$ cat src/rtl/vcmp_pkg.sv
// Shared types for the vectorised compare predicate generator.
// Assumes: no per-instance state lives here, only encodings.
package vcmp_pkg;

    // Compare kinds, fixed 2-bit encoding visible at the op port.
    typedef enum logic [1:0] {
        CMP_EQ  = 2'd0,
        CMP_NE  = 2'd1,
        CMP_LT  = 2'd2,
        CMP_LTU = 2'd3
    } cmp_op_e;

    // Sequencer states.
    typedef enum logic [1:0] {
        ST_IDLE  = 2'd0,
        ST_RUN   = 2'd1,
        ST_WRITE = 2'd2
    } seq_state_e;

endpackage

$ cat src/rtl/vcmp_vec_table.sv
// Key-value table that marks register numbers as vector operands.
// Each entry holds valid, key and flag. Several entries may share a key.
// The lowest-indexed valid hit decides. NQ independent lookup ports.
// Assumes: writes happen one entry per cycle; lookups are combinational.
module vcmp_vec_table #(
    parameter int N  = 8,
    parameter int AW = 5,
    parameter int NQ = 2,
    localparam int TW = (N > 1) ? $clog2(N) : 1
) (
    input  logic                   clk,
    input  logic                   rst_n,
    input  logic                   we,
    input  logic [TW-1:0]          widx,
    input  logic                   wvalid,
    input  logic [AW-1:0]          wkey,
    input  logic                   wvec,
    input  logic [NQ-1:0][AW-1:0]  q_key,
    output logic [NQ-1:0]          q_vec
);

    logic [N-1:0]          ent_v;
    logic [N-1:0]          ent_f;
    logic [N-1:0][AW-1:0]  ent_k;

    // Store one entry per write; reset invalidates all entries.
    always_ff @(posedge clk) begin
        if (!rst_n) begin
            ent_v <= '0;
            ent_f <= '0;
            ent_k <= '0;
        end else if (we) begin
            ent_v[widx] <= wvalid;
            ent_f[widx] <= wvec;
            ent_k[widx] <= wkey;
        end
    end

    for (genvar q = 0; q < NQ; q++) begin : g_port
        logic hit_flag;

        // Scan from the top down so the lowest matching index overrides.
        always_comb begin
            hit_flag = 1'b0;
            for (int e = N - 1; e >= 0; e--) begin
                if (ent_v[e] && (ent_k[e] == q_key[q])) begin
                    hit_flag = ent_f[e];
                end
            end
        end

        assign q_vec[q] = hit_flag;
    end

endmodule

$ cat src/rtl/vcmp_regfile.sv
// Integer register file with three combinational read ports and one
// write port shared by the sequencer and an external loader.
// Assumes: the sequencer write has priority; a clashing load is dropped.
module vcmp_regfile #(
    parameter int NREG = 32,
    parameter int XLEN = 32,
    localparam int AW = $clog2(NREG)
) (
    input  logic            clk,
    input  logic            rst_n,
    input  logic            int_we,
    input  logic [AW-1:0]   int_addr,
    input  logic [XLEN-1:0] int_data,
    input  logic            ext_we,
    input  logic [AW-1:0]   ext_addr,
    input  logic [XLEN-1:0] ext_data,
    input  logic [AW-1:0]   ra_addr,
    output logic [XLEN-1:0] ra_data,
    input  logic [AW-1:0]   rb_addr,
    output logic [XLEN-1:0] rb_data,
    input  logic [AW-1:0]   rc_addr,
    output logic [XLEN-1:0] rc_data
);

    logic [XLEN-1:0] mem [NREG];

    // Write the selected source; sequencer write wins over a load.
    always_ff @(posedge clk) begin
        if (!rst_n) begin
            for (int r = 0; r < NREG; r++) mem[r] <= '0;
        end else if (int_we) begin
            mem[int_addr] <= int_data;
        end else if (ext_we) begin
            mem[ext_addr] <= ext_data;
        end
    end

    assign ra_data = mem[ra_addr];
    assign rb_data = mem[rb_addr];
    assign rc_data = mem[rc_addr];

    // a clash leaves the sequencer's data in the register.
    p_mask_write_wins_r9: assert property (@(posedge clk) disable iff (!rst_n)
        (int_we && ext_we) |=> (mem[$past(int_addr)] == $past(int_data)));

endmodule

$ cat src/rtl/vcmp_alu.sv
// Combinational comparator for the four compare kinds.
// Assumes: operands are plain integers of the default element width.
module vcmp_alu #(
    parameter int XLEN = 32
) (
    input  vcmp_pkg::cmp_op_e op,
    input  logic [XLEN-1:0]   a,
    input  logic [XLEN-1:0]   b,
    output logic              res
);

    // Select the compare named by op.
    always_comb begin
        unique case (op)
            vcmp_pkg::CMP_EQ:  res = (a == b);
            vcmp_pkg::CMP_NE:  res = (a != b);
            vcmp_pkg::CMP_LT:  res = ($signed(a) < $signed(b));
            vcmp_pkg::CMP_LTU: res = (a < b);
            default:           res = 1'b0;
        endcase
    end

endmodule

$ cat src/rtl/vcmp_seq.sv
// Sequencer: accepts a start and chooses the scalar or vector path. It
// steps one element per cycle, collects the mask and issues the final write.
// Assumes: operand addresses feed combinational register reads and the
// compare result returns in the same cycle.
module vcmp_seq #(
    parameter int XLEN  = 32,
    parameter int NREG  = 32,
    localparam int AW   = $clog2(NREG),
    localparam int VLW  = $clog2(XLEN + 1),
    localparam int IW   = $clog2(XLEN)
) (
    input  logic              clk,
    input  logic              rst_n,
    input  logic              start_i,
    input  vcmp_pkg::cmp_op_e op_i,
    input  logic [AW-1:0]     src_a_i,
    input  logic [AW-1:0]     src_b_i,
    input  logic [AW-1:0]     dst_i,
    input  logic [VLW-1:0]    vl_i,
    input  logic              vec_a_i,
    input  logic              vec_b_i,
    input  logic              cmp_res_i,
    output vcmp_pkg::cmp_op_e op_cur_o,
    output logic [AW-1:0]     addr_a_o,
    output logic [AW-1:0]     addr_b_o,
    output logic              int_we_o,
    output logic [AW-1:0]     int_addr_o,
    output logic [XLEN-1:0]   int_data_o,
    output logic              busy_o,
    output logic              done_o,
    output logic              br_valid_o,
    output logic              br_taken_o
);
    import vcmp_pkg::*;

    seq_state_e         state;
    cmp_op_e            op_q;
    logic [AW-1:0]      base_a_q, base_b_q, dst_q;
    logic               vec_a_q, vec_b_q;
    logic [VLW-1:0]     vl_q, idx_q, eff_vl;
    logic [XLEN-1:0]    mask_q;
    logic               accept, any_vec;

    // Cap the requested length at the data width.
    assign eff_vl  = (vl_i > VLW'(XLEN)) ? VLW'(XLEN) : vl_i;
    assign accept  = start_i && (state == ST_IDLE);
    assign any_vec = vec_a_i || vec_b_i;
    assign busy_o  = (state != ST_IDLE);

    // Steer register reads: raw sources when idle, element addresses when running.
    always_comb begin
        if (state == ST_IDLE) begin
            addr_a_o = src_a_i;
            addr_b_o = src_b_i;
            op_cur_o = op_i;
        end else begin
            addr_a_o = vec_a_q ? (base_a_q + AW'(idx_q)) : base_a_q;
            addr_b_o = vec_b_q ? (base_b_q + AW'(idx_q)) : base_b_q;
            op_cur_o = op_q;
        end
    end

    // Drive the single mask write: final mask, or zero for an empty vector.
    always_comb begin
        int_we_o   = (state == ST_WRITE) || (accept && any_vec && (eff_vl == '0));
        int_addr_o = (state == ST_WRITE) ? dst_q : dst_i;
        int_data_o = (state == ST_WRITE) ? mask_q : '0;
    end

    // Advance the element loop and latch the job fields.
    always_ff @(posedge clk) begin
        if (!rst_n) begin
            state    <= ST_IDLE;
            op_q     <= CMP_EQ;
            base_a_q <= '0;
            base_b_q <= '0;
            dst_q    <= '0;
            vec_a_q  <= 1'b0;
            vec_b_q  <= 1'b0;
            vl_q     <= '0;
            idx_q    <= '0;
            mask_q   <= '0;
        end else begin
            unique case (state)
                ST_IDLE: begin
                    if (accept && any_vec && (eff_vl != '0)) begin
                        state    <= ST_RUN;
                        op_q     <= op_i;
                        base_a_q <= src_a_i;
                        base_b_q <= src_b_i;
                        dst_q    <= dst_i;
                        vec_a_q  <= vec_a_i;
                        vec_b_q  <= vec_b_i;
                        vl_q     <= eff_vl;
                        idx_q    <= '0;
                        mask_q   <= '0;
                    end
                end
                ST_RUN: begin
                    mask_q[idx_q[IW-1:0]] <= cmp_res_i;
                    idx_q <= idx_q + 1'b1;
                    if (idx_q == vl_q - 1'b1) state <= ST_WRITE;
                end
                ST_WRITE: state <= ST_IDLE;
                default:  state <= ST_IDLE;
            endcase
        end
    end

    // Produce the completion and scalar branch pulses.
    always_ff @(posedge clk) begin
        if (!rst_n) begin
            done_o     <= 1'b0;
            br_valid_o <= 1'b0;
            br_taken_o <= 1'b0;
        end else begin
            done_o     <= int_we_o;
            br_valid_o <= accept && !any_vec;
            br_taken_o <= accept && !any_vec && cmp_res_i;
        end
    end

    // a scalar start never enters the loop.
    p_scalar_stays_idle_r2: assert property (@(posedge clk) disable iff (!rst_n)
        (accept && !any_vec) |=> !busy_o);

    // a branch outcome only follows an idle cycle.
    p_branch_from_idle_r2: assert property (@(posedge clk) disable iff (!rst_n)
        br_valid_o |-> !$past(busy_o));

    // the element index stays below the latched length.
    p_index_in_range_r4: assert property (@(posedge clk) disable iff (!rst_n)
        (state == ST_RUN) |-> (idx_q < vl_q));

    // an empty vector completes on the next cycle.
    p_empty_vector_quick_r7: assert property (@(posedge clk) disable iff (!rst_n)
        (accept && any_vec && (eff_vl == '0)) |=> (done_o && !busy_o));

    // a running job keeps its destination and compare kind.
    p_job_fields_hold_r8: assert property (@(posedge clk) disable iff (!rst_n)
        (state != ST_IDLE) |=> ($stable(dst_q) && $stable(op_q)));

endmodule

$ cat src/rtl/vcmp_pred_unit.sv
// Top of the vectorised compare predicate generator. It ties the vector
// table, the register file, the comparator and the sequencer together.
// Assumes: one compare in flight; the register count is a power of two.
module vcmp_pred_unit #(
    parameter int XLEN  = 32,
    parameter int NREG  = 32,
    parameter int TBL_N = 8,
    localparam int AW   = $clog2(NREG),
    localparam int TW   = $clog2(TBL_N),
    localparam int VLW  = $clog2(XLEN + 1)
) (
    input  logic            clk,
    input  logic            rst_n,
    input  logic            tbl_we,
    input  logic [TW-1:0]   tbl_idx,
    input  logic            tbl_valid,
    input  logic [AW-1:0]   tbl_key,
    input  logic            tbl_vec,
    input  logic            ld_we,
    input  logic [AW-1:0]   ld_addr,
    input  logic [XLEN-1:0] ld_data,
    input  logic [AW-1:0]   rd_addr,
    output logic [XLEN-1:0] rd_data,
    input  logic            start,
    input  logic [1:0]      op,
    input  logic [AW-1:0]   src_a,
    input  logic [AW-1:0]   src_b,
    input  logic [AW-1:0]   dst,
    input  logic [VLW-1:0]  vl,
    output logic            busy,
    output logic            done,
    output logic            br_valid,
    output logic            br_taken
);
    import vcmp_pkg::*;

    logic [1:0][AW-1:0] q_key;
    logic [1:0]         q_vec;
    cmp_op_e            op_cur;
    logic [AW-1:0]      addr_a, addr_b, int_addr;
    logic [XLEN-1:0]    opnd_a, opnd_b, int_data;
    logic               int_we, cmp_res;

    assign q_key[0] = src_a;
    assign q_key[1] = src_b;

    vcmp_vec_table #(.N(TBL_N), .AW(AW), .NQ(2)) i_table (
        .clk(clk), .rst_n(rst_n), .we(tbl_we), .widx(tbl_idx),
        .wvalid(tbl_valid), .wkey(tbl_key), .wvec(tbl_vec),
        .q_key(q_key), .q_vec(q_vec)
    );

    vcmp_regfile #(.NREG(NREG), .XLEN(XLEN)) i_regs (
        .clk(clk), .rst_n(rst_n),
        .int_we(int_we), .int_addr(int_addr), .int_data(int_data),
        .ext_we(ld_we), .ext_addr(ld_addr), .ext_data(ld_data),
        .ra_addr(addr_a), .ra_data(opnd_a),
        .rb_addr(addr_b), .rb_data(opnd_b),
        .rc_addr(rd_addr), .rc_data(rd_data)
    );

    vcmp_alu #(.XLEN(XLEN)) i_alu (
        .op(op_cur), .a(opnd_a), .b(opnd_b), .res(cmp_res)
    );

    vcmp_seq #(.XLEN(XLEN), .NREG(NREG)) i_seq (
        .clk(clk), .rst_n(rst_n), .start_i(start), .op_i(cmp_op_e'(op)),
        .src_a_i(src_a), .src_b_i(src_b), .dst_i(dst), .vl_i(vl),
        .vec_a_i(q_vec[0]), .vec_b_i(q_vec[1]), .cmp_res_i(cmp_res),
        .op_cur_o(op_cur), .addr_a_o(addr_a), .addr_b_o(addr_b),
        .int_we_o(int_we), .int_addr_o(int_addr), .int_data_o(int_data),
        .busy_o(busy), .done_o(done), .br_valid_o(br_valid), .br_taken_o(br_taken)
    );

endmodule

$ cat config.mk
export PLATFORM = sky130hd
export DESIGN_NAME = vcmp_pred_unit
export DESIGN_NICKNAME = d
export VERILOG_FILES = /design/src/rtl/vcmp_pkg.sv /design/src/rtl/vcmp_vec_table.sv /design/src/rtl/vcmp_regfile.sv /design/src/rtl/vcmp_alu.sv /design/src/rtl/vcmp_seq.sv /design/src/rtl/vcmp_pred_unit.sv
export SDC_FILE = /design/constraint.sdc
export NUM_CORES = 2
export LEC_CHECK = 0
export CAP_MARGIN = 20
export CORE_MARGIN = 4
export CORE_UTILIZATION = 40
export CTS_BUF_LIST = sky130_fd_sc_hd__clkbuf_8
export DETAILED_ROUTE_END_ITERATION = 10
export MAX_ROUTING_LAYER = met4
export PLACE_DENSITY = 0.54
export SKIP_CTS_REPAIR_TIMING = 1
export SYNTH_ARGS = -nofsm -noshare
export SYNTH_HDL_FRONTEND = slang
export SYNTH_SLANG_ARGS = --single-unit
$ cat constraint.sdc
create_clock -name clk -period 12.1 [get_ports clk]
set_input_delay 2.42 -clock clk [delete_from_list [all_inputs] [get_ports clk]]
set_output_delay 2.42 -clock clk [all_outputs]
set_load 0.02 [all_outputs]
==> results.yml <==
global_route:
  first_global_vias: 52700
  grt_use_total: 0.305
  overflow: 0
  antenna_found_initial: 7
  grt_max_degree: 163
  grt_pass1_wl_mm: 398
power:
  powerDensity_nw_per_um2: 124
  peakVddDrop_v: 0.0000845
  finalPower_mw: 9.87
  power.leakage_nw: 26.2
synth:
  synth_edf_count: 1024
  syn_inst: 4998
  synth_nets: 5125
  syn_area_per_cell_um2: 14.3
  synth-async-reset-ratio: 0
  syn_area_um2: 71500
  ys_ff_latch: 1148
  yosysUniqueCellTypes: 70
  seq_area_frac_synth: 0.465
  synth_flop_cell: "edfxtp_1"
  synth_warnings: 0
drt:
  route.detailed.drc: 0
  antenna_left: 0
  viasPerCell: 7.16
  drt_iter0_markers: 7003
  drtPass1Iterations: 6
  wire_per_inst_um: 38.1
  num_vias: 52300
  wl_mm: 278
floorplanning:
  die_area_um2: 186000
  design.core.area_um2: 177000
  io_pins: 116
  die_x_um: 431
  start_util: 0.404
  row_count: 154
  die_y_um: 431
timing:
  slew_headroom: 0.217
  finalCritPeriodShare: 0.714
  fin_setup_tns_ns: 0
  worstMarginPinSlew_ns: 1.17
  slew_viol_final: 0
  worst_slack_ns: 3.46
  setup_viol: 0
  final-hold-violation-count: 0
  timing.hold.ws_ns: 0.469
  min_period_ns: 8.64
  max_freq_mhz: 116
  skew_ns: 0.0573
  rsz0062_at_grt: "false"
critical_path:
  end_kind: "flip-flop"
  path_class: "in2reg"
  cp.required_ns: 13.01
  cp_max_fo: 69
  worstPathArrival_ns: 9.55
  critPathLaunchType: "input pin"
layout:
  syn_to_final_growth_pct: 11.1
  layout-drive-gt1-share: 0.295
  final_cell_area_um2: 79400
  fin_cells: 7309
  fin_util: 0.449
  fin_nets: 4915
  layout_common_cells: "edfxtp_1, mux4_2, nor4_1"
  fillCellCount: 15800
  final_common_cell: "edfxtp_1"
clock_network:
  cts_root_buffer: "clkbuf_8"
  clk_pin_slew_ns: 0.07
  clk_latency_ns: 1.02
  cts.sinks: 1148
  cts_tree: "yes"
  clock_path_buffers: 3
  numCtsBuffers: 203
  htreeDepth: 4
flow_run:
  cap_viol_max_count: 0
run_status:
  status: "finished clean"
worst_hold_path:
  worst_hold_path_type: "reg2reg"
place:
  dpl.hpwl_mm: 152
  placed_cell_area_um2: 75300
  pre_cts_ws_ns: 2.38
  routabilityCongestion: 0.836
  dp_cells: 6917
  port-buffer-count: 115
## critical path, stage by stage
cell	delay, ns
clkdlybuf4s50_1	0.92
a21oi_4	0.73
buf_12	0.52
mux4_2	0.60
mux2i_1	0.16
mux2i_1	0.12
mux2i_1	0.19
ha_1	0.46
a21o_1	0.36
a21o_1	0.21
a21o_1	0.21
a21oi_1	0.63
or4_1	0.20
and4_1	0.27
a211oi_1	0.22
nor4b_1	0.90
a32o_1	0.24
## synthesized netlist by cell type (3+ instances only)
cell	instances	share of area
nand2_1	93	0.0049
a211oi_1	7	0.00074
clkbuf_1	518	0.027
nor4_1	770	0.067
a21oi_1	26	0.0018
and4_1	3	0.00037
nor3_1	276	0.019
nor2_1	45	0.0024
xnor2_1	72	0.0088
nand4b_1	9	0.0011
a21o_1	11	0.0012
buf_1	106	0.0056
mux2_2	66	0.010
o211ai_1	5	0.00053
mux4_2	832	0.26
o21ai_0	26	0.0018
mux2i_1	492	0.069
o21a_1	8	0.00084
a22oi_1	33	0.0035
a21boi_0	15	0.0016
and2_1	8	0.00070
nor4b_1	5	0.00061
xor2_1	22	0.0027
o31ai_1	25	0.0026
edfxtp_1	1024	0.43
a31oi_1	3	0.00026
inv_1	17	0.00089
nand3b_1	3	0.00032
a32o_1	26	0.0036
nand4_1	13	0.0011
nand3_1	24	0.0017
nand2b_1	4	0.00035
or3_1	4	0.00035
nor3b_1	12	0.0013
buf_2	92	0.0064
o22ai_1	7	0.00061
or2_2	3	0.00026
nor2b_1	75	0.0066
and2_0	3	0.00026
and3_1	10	0.00088
ha_1	45	0.0079
dfxtp_1	124	0.035
buf_4	4	0.00042
## report_power, final
| group | switching [mW] | internal, mW | total [mW] |
|---|---|---|---|
| Sequential | 0.0763 | 4.41 | 4.49 |
| Combinational | 1.10 | 0.616 | 1.72 |
| Clock | 1.81 | 1.85 | 3.66 |
## flip-flops by register name, summed over array words and instances (netlist names)
name / count
i_regs.mem: 1024
i_table.ent_v: 8
i_seq.op_q: 2
i_seq.base_a_q: 5
i_seq.done_o: 1
i_table.ent_f: 8
i_seq.idx_q: 6
i_seq.br_taken_o: 1
i_seq.vl_q: 6
i_seq.br_valid_o: 1
i_seq.vec_b_q: 1
i_seq.base_b_q: 5
i_seq.mask_q: 32
i_seq.state: 2
i_seq.dst_q: 5
i_seq.vec_a_q: 1
i_table.ent_k: 40
## layer usage
metal | GRT usage | vias up | routed length (um)
met1 | 0.393 | 27600 | 107000
met4 | 0.117 | 0 | 12200
li1 | - | 20700 | -
met2 | 0.473 | 3391 | 130000
met5 | - | - | 0
met3 | 0.0695 | 638 | 29200
## final timing paths
path | start | endpoint | slack [ns] | cells past startpoint
worst max-delay path | src_b[0] | i_seq.mask_q[27] | 3.46 | 17
worst min-delay path | i_table.ent_v[7] | i_table.ent_v[7] | 0.47 | 2
worst max register to register | i_seq.idx_q[2] | i_seq.mask_q[27] | 4.75 | 21
worst min register to register | i_table.ent_v[7] | i_table.ent_v[7] | 0.47 | 2
## cell type report
class | count | area [um^2] | area share
multi-input combinational | 3112 | 36200 | 0.456
sequential | 1148 | 33200 | 0.419
timing repair buffer | 306 | 3010 | 0.0379
tap | 2340 | 2930 | 0.0369
clock buffer | 208 | 2860 | 0.0361
clock inverter | 168 | 1100 | 0.0138
inverter | 17 | 63.8 | 0.000804
antenna | 10 | 25.0 | 0.000315
## cell families after synthesis
logic type               count (synthesis)  share of synthesized area
buffers and inverters                  738                     0.0407
adder cells (fa/ha/maj)                 47                    0.00844
multiplexers                          1390                      0.341
flip-flops                            1148                      0.465
AO/OA/AOI/OAI                          212                     0.0221
AND/OR/NAND/NOR                       1369                      0.111
XOR/XNOR                                94                     0.0115
No activity file was read; power rests on OpenSTA's default activity.
